===== config.mk =====
export PLATFORM = sky130hd
export DESIGN_NAME = link_in_serializer
export DESIGN_NICKNAME = d
export VERILOG_FILES = /design/src/rtl/link_pkg.sv /design/src/rtl/link_hold.sv /design/src/rtl/link_frame_build.sv /design/src/rtl/link_frame_shift.sv /design/src/rtl/link_in_serializer.sv
export SDC_FILE = /design/constraint.sdc
export NUM_CORES = 1
export LEC_CHECK = 0
export ABC_AREA = 1
export ABC_CLOCK_PERIOD_IN_PS = 3000
export BUFFER_PORTS_ARGS = -buffer_cell sky130_fd_sc_hd__buf_2
export CORE_MARGIN = 4
export CORE_UTILIZATION = 40
export CTS_CLUSTER_DIAMETER = 50
export DETAILED_ROUTE_END_ITERATION = 8
export SYNTH_ARGS = -nofsm -noshare
export SYNTH_HDL_FRONTEND = slang
export SYNTH_SLANG_ARGS = --single-unit

===== constraint.sdc =====
create_clock -name clk -period 3 [get_ports clk]
set_clock_uncertainty 0.05 [all_clocks]
set_input_delay 0.6 -clock clk [delete_from_list [all_inputs] [get_ports clk]]
set_output_delay 0.6 -clock clk [all_outputs]
set_load 0.1 [all_outputs]

===== src/rtl/link_pkg.sv =====
package link_pkg;

    // Fill state of a one-entry capture register
    typedef enum logic {
        HOLD_EMPTY = 1'b0,
        HOLD_FULL  = 1'b1
    } hold_state_e;

    // Serializer sequencing
    typedef enum logic {
        SH_IDLE  = 1'b0,
        SH_SHIFT = 1'b1
    } shift_state_e;

    // Number of tag bits with a defined meaning (ready + four valid flags)
    localparam int TAG_USED = 5;

    // Slot 1 layout: reserved MSB, index, two request bits, then zero fill
    localparam int SLOT1_FIXED = 3;

endpackage


===== src/rtl/link_hold.sv =====
module link_hold
    import link_pkg::*;
#(
    parameter int WIDTH = 8
) (
    input  logic             clk,
    input  logic             rst_n,
    input  logic             load,
    input  logic             take,
    input  logic [WIDTH-1:0] din,
    output logic             full,
    output logic [WIDTH-1:0] dout
);

    hold_state_e state_q, state_d;
    logic [WIDTH-1:0] data_q;

    // Next-state selection
    always_comb begin
        state_d = state_q;
        unique case (state_q)
            HOLD_EMPTY: if (load) state_d = HOLD_FULL;
            HOLD_FULL:  if (take && !load) state_d = HOLD_EMPTY;
            default:    state_d = HOLD_EMPTY;
        endcase
    end

    // State register
    always_ff @(posedge clk or negedge rst_n) begin
        if (!rst_n) state_q <= HOLD_EMPTY;
        else        state_q <= state_d;
    end

    // Payload register: every strobe overwrites the held value
    always_ff @(posedge clk or negedge rst_n) begin
        if (!rst_n)    data_q <= '0;
        else if (load) data_q <= din;
    end

    // Outputs
    always_comb begin
        unique case (state_q)
            HOLD_FULL: full = 1'b1;
            default:   full = 1'b0;
        endcase
        dout = data_q;
    end

    // a strobe is captured and marked pending
    assert_hold_capture_R4: assert property (@(posedge clk) disable iff (!rst_n)
        load |=> (full && dout == $past(din)));

    // a frame start with no new strobe empties the hold
    assert_hold_drain_R7: assert property (@(posedge clk) disable iff (!rst_n)
        (take && !load) |=> !full);

    // an idle hold with no strobe stays empty
    assert_hold_stay_R4: assert property (@(posedge clk) disable iff (!rst_n)
        (!full && !load) |=> !full);

endmodule


===== src/rtl/link_frame_build.sv =====
module link_frame_build
    import link_pkg::*;
#(
    parameter int ADDR_W    = 7,
    parameter int DATA_W    = 16,
    parameter int SAMPLE_W  = 18,
    parameter int TAG_W     = 16,
    parameter int SLOT_W    = 20,
    parameter int NUM_SLOTS = 12,
    localparam int FRAME_W  = TAG_W + NUM_SLOTS * SLOT_W
) (
    input  logic                clk,
    input  logic                rst_n,
    input  logic                frame_start,
    input  logic                codec_ready,
    input  logic                need_left,
    input  logic                need_right,
    input  logic                rd_strobe,
    input  logic [ADDR_W-1:0]   rd_addr,
    input  logic [DATA_W-1:0]   rd_data,
    input  logic                left_strobe,
    input  logic [SAMPLE_W-1:0] left_sample,
    input  logic                right_strobe,
    input  logic [SAMPLE_W-1:0] right_sample,
    output logic [FRAME_W-1:0]  frame_word
);

    localparam int RD_W      = ADDR_W + DATA_W;
    localparam int S1_FILL   = SLOT_W - SLOT1_FIXED - ADDR_W;
    localparam int S2_FILL   = SLOT_W - DATA_W;
    localparam int SMP_FILL  = SLOT_W - SAMPLE_W;
    localparam int TAG_FILL  = TAG_W - TAG_USED;

    logic              rd_full, left_full, right_full;
    logic [RD_W-1:0]   rd_held;
    logic [SAMPLE_W-1:0] left_held, right_held;
    logic [ADDR_W-1:0] held_addr;
    logic [DATA_W-1:0] held_data;
    logic [TAG_W-1:0]  tag_val;
    logic [SLOT_W-1:0] slot_val [NUM_SLOTS];

    link_hold #(.WIDTH(RD_W)) u_rd_hold (
        .clk   (clk),
        .rst_n (rst_n),
        .load  (rd_strobe),
        .take  (frame_start),
        .din   ({rd_addr, rd_data}),
        .full  (rd_full),
        .dout  (rd_held)
    );

    link_hold #(.WIDTH(SAMPLE_W)) u_left_hold (
        .clk   (clk),
        .rst_n (rst_n),
        .load  (left_strobe),
        .take  (frame_start),
        .din   (left_sample),
        .full  (left_full),
        .dout  (left_held)
    );

    link_hold #(.WIDTH(SAMPLE_W)) u_right_hold (
        .clk   (clk),
        .rst_n (rst_n),
        .load  (right_strobe),
        .take  (frame_start),
        .din   (right_sample),
        .full  (right_full),
        .dout  (right_held)
    );

    assign held_addr = rd_held[RD_W-1:DATA_W];
    assign held_data = rd_held[DATA_W-1:0];

    // Tag phase: ready, then valid flags for slots 1..4, zero fill
    always_comb begin
        tag_val = {codec_ready, rd_full, rd_full, left_full, right_full,
                   {TAG_FILL{1'b0}}};
    end

    // Slot contents; anything not listed stays zero
    always_comb begin
        for (int k = 0; k < NUM_SLOTS; k++) slot_val[k] = '0;
        slot_val[0] = {1'b0,
                       rd_full ? held_addr : {ADDR_W{1'b0}},
                       ~need_left, ~need_right,
                       {S1_FILL{1'b0}}};
        if (rd_full)    slot_val[1] = {held_data,  {S2_FILL{1'b0}}};
        if (left_full)  slot_val[2] = {left_held,  {SMP_FILL{1'b0}}};
        if (right_full) slot_val[3] = {right_held, {SMP_FILL{1'b0}}};
    end

    // Place tag and slots into the frame, MSB first
    assign frame_word[FRAME_W-1 -: TAG_W] = tag_val;

    generate
        for (genvar g = 0; g < NUM_SLOTS; g++) begin : g_slot
            assign frame_word[FRAME_W-TAG_W-1-g*SLOT_W -: SLOT_W] = slot_val[g];
        end
    endgenerate

    // with nothing pending, the read valid flags drop after a frame start
    assert_read_clear_R5: assert property (@(posedge clk) disable iff (!rst_n)
        (frame_start && !rd_strobe) |=> (frame_word[FRAME_W-2] == 1'b0));

    // a sample strobe raises its valid tag on the next cycle
    assert_left_tag_R7: assert property (@(posedge clk) disable iff (!rst_n)
        left_strobe |=> frame_word[FRAME_W-4]);

endmodule


===== src/rtl/link_frame_shift.sv =====
module link_frame_shift
    import link_pkg::*;
#(
    parameter int FRAME_W = 256
) (
    input  logic               clk,
    input  logic               rst_n,
    input  logic               sync,
    input  logic [FRAME_W-1:0] frame_word,
    output logic               frame_start,
    output logic               sdata
);

    localparam int CNT_W = $clog2(FRAME_W);
    localparam logic [CNT_W-1:0] LAST_BIT = CNT_W'(FRAME_W - 1);
    localparam logic [CNT_W-1:0] CNT_ONE  = CNT_W'(1);

    shift_state_e       state_q, state_d;
    logic               sync_q;
    logic [FRAME_W-1:0] shreg_q;
    logic [CNT_W-1:0]   cnt_q;

    assign frame_start = sync & ~sync_q;

    // Sync edge detector
    always_ff @(posedge clk or negedge rst_n) begin
        if (!rst_n) sync_q <= 1'b0;
        else        sync_q <= sync;
    end

    // Next-state selection
    always_comb begin
        state_d = state_q;
        unique case (state_q)
            SH_IDLE: begin
                if (frame_start) state_d = SH_SHIFT;
            end
            SH_SHIFT: begin
                if (frame_start)          state_d = SH_SHIFT;
                else if (cnt_q == LAST_BIT) state_d = SH_IDLE;
            end
            default: state_d = SH_IDLE;
        endcase
    end

    // State register
    always_ff @(posedge clk or negedge rst_n) begin
        if (!rst_n) state_q <= SH_IDLE;
        else        state_q <= state_d;
    end

    // Frame snapshot and bit counter
    always_ff @(posedge clk or negedge rst_n) begin
        if (!rst_n) begin
            shreg_q <= '0;
            cnt_q   <= '0;
        end else if (frame_start) begin
            shreg_q <= frame_word;
            cnt_q   <= '0;
        end else if (state_q == SH_SHIFT) begin
            shreg_q <= {shreg_q[FRAME_W-2:0], 1'b0};
            cnt_q   <= cnt_q + CNT_ONE;
        end
    end

    // Output decode
    always_comb begin
        unique case (state_q)
            SH_SHIFT: sdata = shreg_q[FRAME_W-1];
            default:  sdata = 1'b0;
        endcase
    end

    // any sync rising edge restarts at bit zero of the frame
    assert_restart_R10: assert property (@(posedge clk) disable iff (!rst_n)
        frame_start |=> (state_q == SH_SHIFT && cnt_q == '0));

    // the machine goes idle after the final bit
    assert_frame_len_R2: assert property (@(posedge clk) disable iff (!rst_n)
        (state_q == SH_SHIFT && cnt_q == LAST_BIT && !frame_start) |=> state_q == SH_IDLE);

    // mid-frame the snapshot only moves by one bit
    assert_shift_only_R9: assert property (@(posedge clk) disable iff (!rst_n)
        (state_q == SH_SHIFT && !frame_start) |=>
            shreg_q == {$past(shreg_q[FRAME_W-2:0]), 1'b0});

    // without a sync edge an idle shifter stays idle
    assert_idle_hold_R1: assert property (@(posedge clk) disable iff (!rst_n)
        (state_q == SH_IDLE && !frame_start) |=> state_q == SH_IDLE);

endmodule


===== src/rtl/link_in_serializer.sv =====
module link_in_serializer
    import link_pkg::*;
#(
    parameter int ADDR_W    = 7,
    parameter int DATA_W    = 16,
    parameter int SAMPLE_W  = 18,
    parameter int TAG_W     = 16,
    parameter int SLOT_W    = 20,
    parameter int NUM_SLOTS = 12
) (
    input  logic                clk,
    input  logic                rst_n,
    input  logic                sync,
    input  logic                codec_ready,
    input  logic                need_left,
    input  logic                need_right,
    input  logic                rd_strobe,
    input  logic [ADDR_W-1:0]   rd_addr,
    input  logic [DATA_W-1:0]   rd_data,
    input  logic                left_strobe,
    input  logic [SAMPLE_W-1:0] left_sample,
    input  logic                right_strobe,
    input  logic [SAMPLE_W-1:0] right_sample,
    output logic                sdata
);

    localparam int FRAME_W = TAG_W + NUM_SLOTS * SLOT_W;

    logic               frame_start;
    logic [FRAME_W-1:0] frame_word;

    link_frame_build #(
        .ADDR_W    (ADDR_W),
        .DATA_W    (DATA_W),
        .SAMPLE_W  (SAMPLE_W),
        .TAG_W     (TAG_W),
        .SLOT_W    (SLOT_W),
        .NUM_SLOTS (NUM_SLOTS)
    ) u_build (
        .clk          (clk),
        .rst_n        (rst_n),
        .frame_start  (frame_start),
        .codec_ready  (codec_ready),
        .need_left    (need_left),
        .need_right   (need_right),
        .rd_strobe    (rd_strobe),
        .rd_addr      (rd_addr),
        .rd_data      (rd_data),
        .left_strobe  (left_strobe),
        .left_sample  (left_sample),
        .right_strobe (right_strobe),
        .right_sample (right_sample),
        .frame_word   (frame_word)
    );

    link_frame_shift #(
        .FRAME_W (FRAME_W)
    ) u_shift (
        .clk         (clk),
        .rst_n       (rst_n),
        .sync        (sync),
        .frame_word  (frame_word),
        .frame_start (frame_start),
        .sdata       (sdata)
    );

    // the first bit after a frame start is the sampled ready flag
    assert_ready_first_R3: assert property (@(posedge clk) disable iff (!rst_n)
        frame_start |=> sdata == $past(codec_ready));

endmodule


== Word level (Yosys, flattened, before mapping) ==
Cells that the tools add are included.

* Input bits: 68
* Flip-flop bits (word level): 328
* Output and inout bits: 1
* Word-level logic and storage cells: 52

* Mux-type cells: 25
* Bitwise gates (word level): 8
* $add $sub $neg: 1
* Equality and inequality tests: 1
* Reductions and logical operators: 7

{| class="wikitable"
|+ Operators with widths
! operator !! number
|-
| $mux 256 || 2
|-
| $mux 20 || 3
|-
| $mux 8 || 2
|-
| $mux 1 || 13
|-
| $add 8x1->8 const B || 1
|-
| $eq 8x8->1 const B || 1
|-
| $pmux 1 s2 || 4
|-
| $mux 7 || 1
|-
| $not 1->1 || 7
|-
| $logic_and 1x1->1 || 3
|-
| $logic_not 1->1 || 3
|-
| $reduce_bool 2->1 || 1
|-
| $and 1x1->1 || 1
|}

== Depth between registers and ports, before layout ==
* Depth after elaboration: 5
* Mapped depth: 8
* Depth with buffers taken out: 7

== Hierarchy ==
A second synthesis with hierarchy kept.

* Cell total of the unflattened synthesis: 2,067
* Area total of the unflattened synthesis: 16,661.0 µm²

{| class="wikitable"
|+ By module, submodules not included
! module !! cells an instance !! times used !! area an instance (µm²)
|-
| link_frame_shift || 1,484 || 1 || 12,291.8
|-
| link_frame_build || 322 || 1 || 1,978.1
|-
| link_hold at u_build.u_left_hold ... || 80 || 2 || 748.2
|-
| link_hold at u_build.u_rd_hold || 101 || 1 || 894.6
|}

== Worst setup path before layout ==
Ideal clock, no wire load.

* Kind: flip-flop to output port
* Start point: register u_shift.state_q
* End point: output sdata
* Path buffers: 2
* Cell stages (with the launch flop): 5
* Setup slack: 0.962 ns
* Data arrival time: 1.388 ns
* Path through: dfrtp_1 > buf_2 > clkbuf_1 > nand2_1 > inv_1

* Cells in the longest elaborated chain, start to end: 1

{| class="wikitable"
|+ RTL lines
! element !! RTL line !! text
|-
| start: declaration || link_frame_shift.sv:18 || <nowiki>shift_state_e state_q, state_d;</nowiki>
|-
| start signal: assignment || link_frame_shift.sv:49 || <nowiki>else state_q <= state_d;</nowiki>
|-
| $mux 1 || link_frame_shift.sv:68 || <nowiki>unique case (state_q)</nowiki>
|-
| end: declaration || link_in_serializer.sv:24 || <nowiki>output logic sdata</nowiki>
|}

Every way passes these cells.

== Worst setup path in the final report ==
Same ends and word-level chain as after synthesis.

==> summary.txt <==
STA
  – Max-slew violations: 0
  – Number of setup violations in the final report: 0
  – Worst rel slew slack: a little over two fifths
  – Slew of the pin with the lowest slew margin: around 860 ps
  – Sum of negative setup slack: 0 ps
  – Final min period: 2040 ps
  – Fmax achieved: roughly 490 MHz
  – Final-layout worst hold slack: around 120 ps
  – Share of the clock period used by the worst path after layout: around 68%
  – Number of hold-slack violations in the final timing report: 0
  – Unrepaired setup endpoints after global routing: no

Clocking
  – Hold-fix buffer count after cts: 0
  – Resized cells post-CTS: 0
  – Clock buffers created by TritonCTS: 17
  – Insertion delay of the later-clocked pin in the worst-skew pair: between 400 and 500 ps
  – Post-CTS setup buffer count: 0
  – Maximum clock path buffer count: 2
  – Number of H-tree levels: 4
  – CTS root buffer: sky130_fd_sc_hd__clkbuf_16
  – Total number of clock tree sinks: 166
  – Clock tree from TritonCTS: built
  – Clock-pin slew on the worst setup and hold paths: ~60 ps

Detailed routing
  – Total Routed Length: between 10 and 15 mm
  – DR vias: 5,157
  – Routed Antenna Nets: 0
  – Wire length per cell after detailed routing: about 13 um
  – Vias per cell: between 4 and 5
  – Count of unresolved DRC violations after routing: 0
  – Drt initial violations: approximately 280
  – Pre-antenna DRT Iters: 4

Critical path
  – Type of destination of the critical path: output port
  – Sort of element at the start of the critical path: flop
  – CP arrival: ~1400 ps
  – Largest stage delay on the critical path: roughly 410 ps
  – Destination of the critical timing path: sdata
  – Critical path origin: u_shift.state_q
  – Endpoint of the most critical register-to-register path: u_shift.shreg_q[164]
  – Worst path cell trace: nand2_1 > inv_1 > buf_2
  – Critical path type: reg -> out
  – Worst endpoint required time: approximately 2400 ps
  – Startpoint of the most critical register-to-register path: u_shift.sync_q
  – Slowest CP cell: sky130_fd_sc_hd__buf_2
  – Biggest fanout along the worst timing path: 3
  – Setup slack of the worst register-to-register path: 1050 ps
  – R2r worst-path depth: 7

Yosys
  – Number of enable-type register cells in the synthesized netlist: 0
  – Post-synthesis instance total: ~780
  – Area share of the leading cell type in the synthesized netlist: 59.2%
  – Largest area contributor in the netlist: sky130_fd_sc_hd__dfrtp_1
  – Synth top cells by count: 166 x sky130_fd_sc_hd__dfrtp_1, 156 x sky130_fd_sc_hd__nand2_1, 154 x sky130_fd_sc_hd__o21ai_0
  – Synth warn: 0
  – Mean Syn Cell Area: between 8 and 9 sq um
  – Leading cell types by total area after synthesis: sky130_fd_sc_hd__dfrtp_1 59%, sky130_fd_sc_hd__o21ai_0 11%, sky130_fd_sc_hd__nand2_1 8.3%
  – Sequential fraction of the synthesis area: 59.2%
  – Synthesis-stage register bit count: 166
  – Most frequent cell after synthesis: sky130_fd_sc_hd__dfrtp_1
  – Syn Std Cell Area: 0.00701 sq mm
  – Syn_nets: between 800 and 900
  – Distinct cells, synth: 22
  – Share of flip-flops with an asynchronous set or reset: 100%
  – Most common flop cell mapped by yosys: sky130_fd_sc_hd__dfrtp_1

Layout
  – Number of diodes: 0
  – Area growth from synthesis to layout: 15.2%
  – # fillers: about 1,700
  – Total Nets Final: 900
  – Share of the core filled with cells: between 40% and 50%
  – Non-filler cells in the finished layout: 1,068
  – Fraction of final layout cells sized beyond drive strength 1: roughly 16%
  – Post-route cell area: just over 0.008 sq mm

Worst hold path
  – Path class of the lowest-slack min-delay path: in -> async

GRT
  – Overall Global Routing Usage: 15.4%
  – Wire length of the first global-routing pass: 24.7 mm
  – Sum of overflow across all layers after global routing: 0
  – Pin count of the biggest net entering global routing: 96
  – Via count of the first global-routing pass: 5,079
  – Initial antenna violation count: 0

Placed design
  – Detailed-placement wirelength estimate: 8.45 mm
  – Global placer's final weighted congestion: about 0.73
  – Placed cell area: about 0.0075 sq mm
  – Placed cell count: a little over 1,000
  – Port Buf Inserts: approximately 70

Run
  – Max-cap violation count: 0

Floorplanning
  – Number of cell rows: between 40 and 50
  – Die area: 0.0197 sq mm
  – Placeable Area: between 0.015 and 0.02 sq mm
  – Total I/O pin count: a little under 70
  – Initial core utilization: 40.7%
  – Chip height: 140 um
  – Horiz. Die Dim: ~140 um

Power
  – Maximum vdd drop: ~0.46 mV
  – Pwr Density: roughly 640 mW/mm^2
  – Reported leakage power: 0.00416 uW

Run status
  – Outcome: finished, final reports clean
[kinds of logic (layout without fill, tap and decap cells)]
group | after synthesis | in the layout | synth area share [%]
compound gates | 250 | 250 | 18.0
fa+ha+maj | 1 | 1 | 0.178
buf+inv | 164 | 225 | 9.31
flops | 166 | 166 | 59.2
mux | 18 | 18 | 2.89
simple gates | 183 | 183 | 10.4
[layout make-up]
class                   count  area [sq um]  share of cell area (%)
clock buffers              23           498                    6.16
clock inverters             8          72.6                   0.898
inverters                 117           439                    5.44
multi-input cells         452          2210                    27.3
flip-flops and latches    166          4150                    51.4
well taps                 225           282                    3.48
repair buffers             77           427                    5.28
[metrics by stage]
stage | power [uW] | setup WS (ps)
floorplan | 2960 | 962
global placement | 3140 | 806
detailed placement | 3150 | 773
CTS | 5270 | 939
global route | 5470 | 835
finish | 5190 | 958
[registers in the layout, summed over array words and instances, names as in the netlist]
register / count
u_shift.shreg_q: 94
u_shift.cnt_q: 8
u_shift.state_q: 1
u_build.u_right_hold.dout: 18
u_shift.sync_q: 1
u_build.u_rd_hold.dout: 23
u_build.u_rd_hold.state_q: 1
u_build.u_left_hold.dout: 18
u_build.u_right_hold.state_q: 1
u_build.u_left_hold.state_q: 1
[routing by layer]
metal  wire [um]  global-route usage, %
met1        6990                   21.2
met2        6400                   23.9
met3         546                   3.35
met4         211                   5.81
met5           0                      0
[cells in the final DEF (no fill, tap or decap)]
master / Yosys / final
sky130_fd_sc_hd__nor2_1: 11 / 11
sky130_fd_sc_hd__mux2_2: 18 / 18
sky130_fd_sc_hd__o21ai_1: 57 / 57
sky130_fd_sc_hd__o21bai_1: 1 / 1
sky130_fd_sc_hd__o221ai_1: 1 / 1
sky130_fd_sc_hd__ha_1: 1 / 1
sky130_fd_sc_hd__buf_6: 0 / 1
sky130_fd_sc_hd__inv_1: 114 / 114
sky130_fd_sc_hd__clkinvlp_4: 0 / 3
sky130_fd_sc_hd__nand3_1: 9 / 9
sky130_fd_sc_hd__nor2_4: 2 / 2
sky130_fd_sc_hd__a31oi_1: 1 / 1
sky130_fd_sc_hd__inv_2: 3 / 3
sky130_fd_sc_hd__o21ai_0: 154 / 154
sky130_fd_sc_hd__dfrtp_1: 166 / 166
sky130_fd_sc_hd__a21o_1: 2 / 2
sky130_fd_sc_hd__nand4_1: 1 / 1
sky130_fd_sc_hd__buf_4: 4 / 8
sky130_fd_sc_hd__nand3b_1: 1 / 1
sky130_fd_sc_hd__clkbuf_16: 0 / 17
sky130_fd_sc_hd__a21oi_1: 34 / 34
sky130_fd_sc_hd__bufinv_16: 0 / 1
sky130_fd_sc_hd__clkbuf_1: 25 / 1
sky130_fd_sc_hd__buf_2: 18 / 67
sky130_fd_sc_hd__buf_12: 0 / 1
sky130_fd_sc_hd__nand2_2: 3 / 4
sky130_fd_sc_hd__clkbuf_8: 0 / 5
sky130_fd_sc_hd__nand2_1: 156 / 155
sky130_fd_sc_hd__clkinv_2: 0 / 4
[critical path: cells and delay by family (launching register included)]
kind	cells	cell delay [ps]
buffers and inverters	2	460
flip-flops	1	400
AND/OR/NAND/NOR	1	110
[where the power goes]
group / internal, uW / switching, uW
combinational: 205 / 309
clock: 1240 / 845
sequential: 2470 / 117
total: 3920 / 1270
[worst min-delay path by stage]
stage | cells after the start | end
after floorplan | 0 | u_build.u_left_hold.dout[0]
after global placement | 2 | u_shift.shreg_q[172]
after detailed placement | 2 | u_shift.shreg_q[177]
after CTS | 1 | u_build.u_rd_hold.dout[12]
after global routing | 1 | u_build.u_rd_hold.dout[11]
final | 1 | u_build.u_rd_hold.dout[11]
(Power assumes the default switching activity.)
